File: config.mk
export PLATFORM = sky130hd
export DESIGN_NAME = acb_bias_counter
export DESIGN_NICKNAME = d
export VERILOG_FILES = /design/src/rtl/acb_pkg.sv /design/src/rtl/acb_bias_toggle.sv /design/src/rtl/acb_down_counter.sv /design/src/rtl/acb_status_flag.sv /design/src/rtl/acb_bias_counter.sv
export SDC_FILE = /design/constraint.sdc
export NUM_CORES = 1
export LEC_CHECK = 0
export ABC_CLOCK_PERIOD_IN_PS = 1700
export BUFFER_PORTS_ARGS = -buffer_cell sky130_fd_sc_hd__buf_2
export CAP_MARGIN = 0
export CORE_MARGIN = 2
export CORE_UTILIZATION = 45
export CTS_CLUSTER_DIAMETER = 40
export CTS_CLUSTER_SIZE = 24
export DETAILED_ROUTE_END_ITERATION = 6
export MAX_ROUTING_LAYER = met4
export PLACE_DENSITY_LB_ADDON = 0.1
export SLEW_MARGIN = 10
export SYNTH_ARGS = -nofsm -noshare
export SYNTH_HDL_FRONTEND = slang
export SYNTH_SLANG_ARGS = --single-unit
File: constraint.sdc
create_clock -name clk -period 1.7 [get_ports clk]
set_input_delay 0.17 -clock clk [delete_from_list [all_inputs] [get_ports clk]]
set_output_delay 0.17 -clock clk [all_outputs]
set_load 0.005 [all_outputs]
File: src/rtl/acb_pkg.sv
package acb_pkg;
    // Default width of the programmed inversion count.
    localparam int unsigned ACB_CNT_W = 8;
endpackage

File: src/rtl/acb_bias_toggle.sv
// acb_bias_toggle: inverts the bias pin level on every frame-end strobe
// while enabled. It holds the level at 0 while disabled.
// Assumes frame_end is a single-cycle strobe in the clk domain.
module acb_bias_toggle (
    input  logic clk,
    input  logic rst_n,
    input  logic enable,
    input  logic frame_end,
    output logic bias,
    output logic flip
);
    // An inversion happens this cycle.
    assign flip = enable & frame_end;

    // Bias level register.
    always_ff @(posedge clk) begin
        if (!rst_n)       bias <= 1'b0;
        else if (!enable) bias <= 1'b0;
        else if (flip)    bias <= ~bias;
    end

    a_r3_bias_inverts: assert property (@(posedge clk) disable iff (!rst_n)
        (enable && frame_end) |=> (bias != $past(bias)));
    a_r2_bias_low_when_off: assert property (@(posedge clk) disable iff (!rst_n)
        !enable |=> !bias);
endmodule

File: src/rtl/acb_down_counter.sv
// acb_down_counter: counts bias inversions down from a programmed value.
// Reaching zero pulses expire and reseeds the counter from the field.
// The counter stays frozen while halt is high.
// Assumes halt is the sticky done flag. A loaded value of zero never counts.
module acb_down_counter #(
    parameter int unsigned CNT_W = acb_pkg::ACB_CNT_W
) (
    input  logic             clk,
    input  logic             rst_n,
    input  logic             enable,
    input  logic             flip,
    input  logic             halt,
    input  logic [CNT_W-1:0] field,
    output logic             expire
);
    localparam logic [CNT_W-1:0] ONE = CNT_W'(1);

    logic [CNT_W-1:0] cnt_q;
    logic             step;

    // A counted inversion: active, not frozen, nonzero count.
    assign step   = enable & flip & ~halt & (cnt_q != '0);
    assign expire = step & (cnt_q == ONE);

    // Count register: load while disabled, reseed on expiry, else decrement.
    always_ff @(posedge clk) begin
        if (!rst_n)       cnt_q <= '0;
        else if (!enable) cnt_q <= field;
        else if (expire)  cnt_q <= field;
        else if (step)    cnt_q <= cnt_q - ONE;
    end

    a_r5_frozen_holds: assert property (@(posedge clk) disable iff (!rst_n)
        (enable && halt) |=> (cnt_q == $past(cnt_q)));
    a_r9_reseed_on_expire: assert property (@(posedge clk) disable iff (!rst_n)
        expire |=> (cnt_q == $past(field)));
endmodule

File: src/rtl/acb_status_flag.sv
// acb_status_flag: sticky done flag. It is set on expiry and cleared by a
// write-one pulse. A set takes priority over a clear in the same cycle.
// Assumes expire is a single-cycle pulse.
module acb_status_flag (
    input  logic clk,
    input  logic rst_n,
    input  logic enable,
    input  logic expire,
    input  logic clr,
    output logic flag
);
    // Flag register with set-over-clear priority.
    always_ff @(posedge clk) begin
        if (!rst_n)       flag <= 1'b0;
        else if (!enable) flag <= 1'b0;
        else if (expire)  flag <= 1'b1;
        else if (clr)     flag <= 1'b0;
    end

    a_r4_set_on_expire: assert property (@(posedge clk) disable iff (!rst_n)
        (enable && expire) |=> flag);
    a_r7_clear_takes: assert property (@(posedge clk) disable iff (!rst_n)
        (flag && clr && !expire) |=> !flag);
    a_r6_rise_needs_expire: assert property (@(posedge clk) disable iff (!rst_n)
        $rose(flag) |-> $past(expire));
endmodule

File: src/rtl/acb_bias_counter.sv
// acb_bias_counter: top of the display bias toggle counter. It wires the
// bias toggler, the down counter and the sticky flag together, and gates
// the interrupt with a mask.
// Assumes all inputs are synchronous to clk.
module acb_bias_counter #(
    parameter int unsigned CNT_W = acb_pkg::ACB_CNT_W
) (
    input  logic             clk,
    input  logic             rst_n,
    input  logic             enable,
    input  logic             frame_end,
    input  logic [CNT_W-1:0] reload_cnt,
    input  logic             flag_clr,
    input  logic             irq_mask,
    output logic             bias_out,
    output logic             done_flag,
    output logic             irq
);
    logic flip;
    logic expire;

    acb_bias_toggle u_toggle (
        .clk       (clk),
        .rst_n     (rst_n),
        .enable    (enable),
        .frame_end (frame_end),
        .bias      (bias_out),
        .flip      (flip)
    );

    acb_down_counter #(.CNT_W(CNT_W)) u_counter (
        .clk    (clk),
        .rst_n  (rst_n),
        .enable (enable),
        .flip   (flip),
        .halt   (done_flag),
        .field  (reload_cnt),
        .expire (expire)
    );

    acb_status_flag u_flag (
        .clk    (clk),
        .rst_n  (rst_n),
        .enable (enable),
        .expire (expire),
        .clr    (flag_clr),
        .flag   (done_flag)
    );

    // Masked interrupt request.
    assign irq = done_flag & irq_mask;

    a_r2_flag_low_when_off: assert property (@(posedge clk) disable iff (!rst_n)
        !enable |=> !done_flag);
    a_r8_irq_follows_mask: assert property (@(posedge clk) disable iff (!rst_n)
        !irq_mask |-> !irq);
endmodule

Word-level counts from Yosys, hierarchy flattened:

Cells that the tools add are included.

* flip-flop bits (word level): 10
* bits of input ports: 14
* output and inout bits: 3
* logic and storage cells: 22

* add/sub/neg operators: 1
* equal/unequal tests: 2
* multiplexer cells: 5
* bitwise gates (word level): 8
* reduce and logical (&&, ||, !) cells: 3

Operators by type and width (count)
* $mux 8: 3
* $eq 8x1->1 const B: 1
* $reduce_bool 8->1: 1
* $sub 8x1->8 const B: 1
* $and 1x1->1: 6
* $ne 3x1->1 const B: 1
* $mux 1: 2
* $not 1->1: 2
* $reduce_and 2->1: 1
* $reduce_bool 2->1: 1

Longest topological paths before layout:

* word-level depth: 7
* mapped depth: 7
* depth with buffers taken out: 6

Modules after synthesis:

Synthesis repeated with hierarchy kept, for this count alone.

* cells, all modules: 89
* area total of the unflattened synthesis: 760.7 um^2

By module, submodules not included
* acb_down_counter: times used 1, cells each 81, area an instance 675.6 um^2, seq. area each 160.2 um^2
* acb_bias_toggle: times used 1, cells each 4, area an instance 42.5 um^2, seq. area each 20.0 um^2
* acb_status_flag: times used 1, cells each 3, area an instance 36.3 um^2, seq. area each 20.0 um^2
* acb_bias_counter: times used 1, cells each 1, area an instance 6.3 um^2, seq. area each 0.0 um^2

Least setup slack after synthesis:

No wires, ideal clock.

* kind: register -> register
* from: register u_counter.cnt_q[0]
* to: register u_counter.cnt_q[3]
* setup time: 0.125 ns
* data arrival time: 1.546 ns
* data required time: 1.575 ns
* path slack: 0.029 ns
* stages on the path, launching flop included: 8
* buffers on the path: 1
* clock period less this slack: 1.671 ns
* path through: dfxtp_1 > inv_1 > ha_1 > nor4b_2 > a31o_2 > buf_6 > mux2i_1 > o32ai_1

* word-level cells in the longest chain between the ends: 5
* elaborated cells between the ends (all ways): 9
* classes of those cells: 1 x add/sub; 2 x eq/ne; 3 x mux; 2 x bitwise; 1 x reduce/logical

RTL lines
* from (decl): RTL line acb_down_counter.sv:18 `logic [CNT_W-1:0] cnt_q;`
* from (signal assigned): RTL line acb_down_counter.sv:28 `else if (!enable) cnt_q <= field;`
* from (signal assigned): RTL line acb_down_counter.sv:29 `else if (expire) cnt_q <= field;`
* from (signal assigned): RTL line acb_down_counter.sv:30 `else if (step) cnt_q <= cnt_q - ONE;`
* parallel branches: the longest is 5 deep, another holds $sub 8x1->8

Parallel ways; which one is timed is not known. The select of a mux whose other input is x is not followed.
A chain may end at the register's enable or synchronous reset.

Final worst setup path:

* from: register u_counter.cnt_q[4]
* to: register u_counter.cnt_q[4]

The elaborated chain is that of the path after synthesis.

==> out/qor.yml <==
run_status:
  status: "completed"
detailed_routing:
  wl_mm: 1.90
  drt_pass1_iterations: 4
  detail_route.wl_per_cell_um: 14.4
  ant_nets: 0
  drcViolationCount: 0
  avgViaCountPerCell: 5.61
  vias: 741
  drtIter0Drc: 11
placed_design:
  placed_area_um2: 837
  io_buffers: 16
  hpwlAfterDp_mm: 1.32
  gp_congestion: 0.803
timing:
  hold_viol: 0
  drv_slew: 0
  fin_crit_sh_pct: 98.9
  tightestPinTransition_ns: 0.471
  setup_viol: 0
  holdWs_ns: 0.137
  max-slew-margin-rel_pct: 68.3
  post-route-min-period_ns: 1.68
  skew_ns: 0.00676
  fmax_ghz: 0.595
power:
  clkPwrFrac_pct: 24.7
  p_sw_uw: 302
  power_frac_seq_pct: 33.8
  p_leak_nw: 0.416
  p_sw_share_pct: 33.7
  internal_power_uw: 593
  power_density_mw_per_mm2: 914
  power_frac_comb_pct: 41.6
  peakVddDrop_mv: 0.502
floorplan:
  fp.dieH_um: 43.2
  core-area_mm2: 0.00147
  die-area_mm2: 0.00187
  start_util_pct: 47.0
  rows: 14
  die_width_um: 43.2
  ios: 17
clock_network:
  clk_path_buf_depth: 2
  clock_sinks: 10
  clkTransAtPathRegs_ns: 0.08
  cts-root-buf: "clkbuf_4"
  htree_levels: 1
  ctsHoldBuffers: 0
  cts_inserted_buffers: 3
  clock_latency_ns: 0.27
  cts_tree: "yes"
cells_and_area:
  final_layout_size_suffix_gt1_share_pct: 40.5
  most-common-layout-cells: "buf_2 (16), buf_4 (12), nand2_1 (8), dfxtp_1 (8), inv_1 (6)"
  postLayoutCellArea_um2: 978
  area_growth_pct: 41.4
  layout_commonest_cell: "buf_2"
  num_antenna_cells: 0
  fin_nets: 133
yosys:
  syn_nets: 101
  synth_cells: 85
  ys_types: 36
  synth.area.top_cells: "dfxtp_1 (29%), nand2_1 (4.9%), and2_1 (4.5%)"
  seq_area_frac_synth_pct: 28.9
  yosys.area.top_type: "dfxtp_1"
  synth-seq-cells: 10
  synth-edff-count: 0
  synthFlopType: "dfxtp_1"
  async_flop_share_pct: 0
  yosys_warnings: 0
  syn_area_um2: 692
  yosysTopAreaCellShare_pct: 28.9
  synth_area_per_cell_um2: 8.14
flow_run:
  drv_cap: 0
grt:
  grt_overflow: 0
  grt_first_pass_wirelength_mm: 3.11
  grt_pass1_vias: 693
  antenna_found_initial: 0
  gr-usage-all-layers_pct: 22.7
  grt_max_degree: 10
setup_path:
  worst-path-max-fanout: 4
  worstSetupEndpointType: "register"
  r2r_slack_ns: 0.02
  cp-start-kind: "register"
  cp.required_ns: 1.85
  cp_data_arrival_time_ns: 1.83
  critical_path_class: "register to register"
min_path:
  hold_path_class: "primary input to register"
==> state kept, by name, summed over array words and instances, names as in the netlist <==
name and flops:
u_toggle.bias 1, u_flag.flag 1, u_counter.cnt_q 8
==> path summary, 6_finish.rpt <==
path | startpoint | endpoint | depth (start not counted)
max reg2reg | u_counter.cnt_q[4] | u_counter.cnt_q[4] | 5
min | reload_cnt[0] | u_counter.cnt_q[0] | 3
max | u_counter.cnt_q[4] | u_counter.cnt_q[4] | 5
min reg2reg | u_counter.cnt_q[0] | u_counter.cnt_q[0] | 2
==> worst max-delay path: stages, from the launching register on <==
cell and delay (ns):
dfxtp_1 0.36, nor4_2 0.47, buf_4 0.21, nand2_1 0.10, a221oi_1 0.28, o32ai_1 0.13
==> cell type report <==
class,instances,area [um2]
fillers,133,493
multi-input cells,66,512
well taps,16,20.0
clock buffers,4,36.3
repair buffers,29,181
flip-flops and latches,10,203
inverters,7,26.3
==> synth_stat cells, drive strengths merged (3+ instances only) <==
cell type and number:
inv 7, nor2b 3, nor4 4, dfxtp 10, nand2 9, and2 5
a21oi 4, o22ai 3, nor2 3, o21ai 4
==> routing by layer <==
layer | vias to the layer above | GRT usage [%] | share of wire (%)
li1 | 380 | - | -
met2 | 13 | 37.3 | 50
met5 | - | - | 0
met3 | 4 | 2.55 | 3.1
met4 | 0 | 7.27 | 1.3
met1 | 344 | 28.9 | 45
==> stage by stage <==
stage / std cells / utilization (%) / setup WS [ns] / setup TNS, ns / total power, mW
2_1_floorplan: 85 / - / 0.0288 / 0 / 0.501
3_3_place_gp: 123 / 56.9 / 0.0647 / 0 / 0.612
3_5_place_dp: 123 / 56.9 / -0.0316 / -0.0316 / 0.612
4_1_cts: 131 / 62.8 / 0.0197 / 0 / 0.864
5_1_grt: 132 / 66.5 / -0.0169 / -0.0169 / 0.950
6_report: 132 / 66.5 / 0.0189 / 0 / 0.894
==> power groups by stage <==
stage | clock, mW | combinational [mW] | sequential (mW)
after floorplan | 0 | 0.204 | 0.297
after global placement | 0 | 0.312 | 0.300
after detailed placement | 0 | 0.311 | 0.302
after CTS | 0.224 | 0.341 | 0.299
after global routing | 0.235 | 0.407 | 0.308
final | 0.221 | 0.372 | 0.302
==> cell families after synthesis <==
family                     share of synthesized area [%]
buffers and inverters                               7.05
muxes                                               2.89
AOI/OAI and AO/OA                                   24.6
xor gates and xnor gates                            1.27
DFF                                                 28.9
and+or+nand+nor                                     31.6
adders and majority gates                           3.62
==> what timing repair did <==
item / CTS / global route
setup endpoints to repair: 4 / 7
buffers inserted: 3 / 1
cloned: 1 / 0
resized for setup: 2 / 12
pin swaps: 1 / 5
Power figures use the tool's default switching activity.
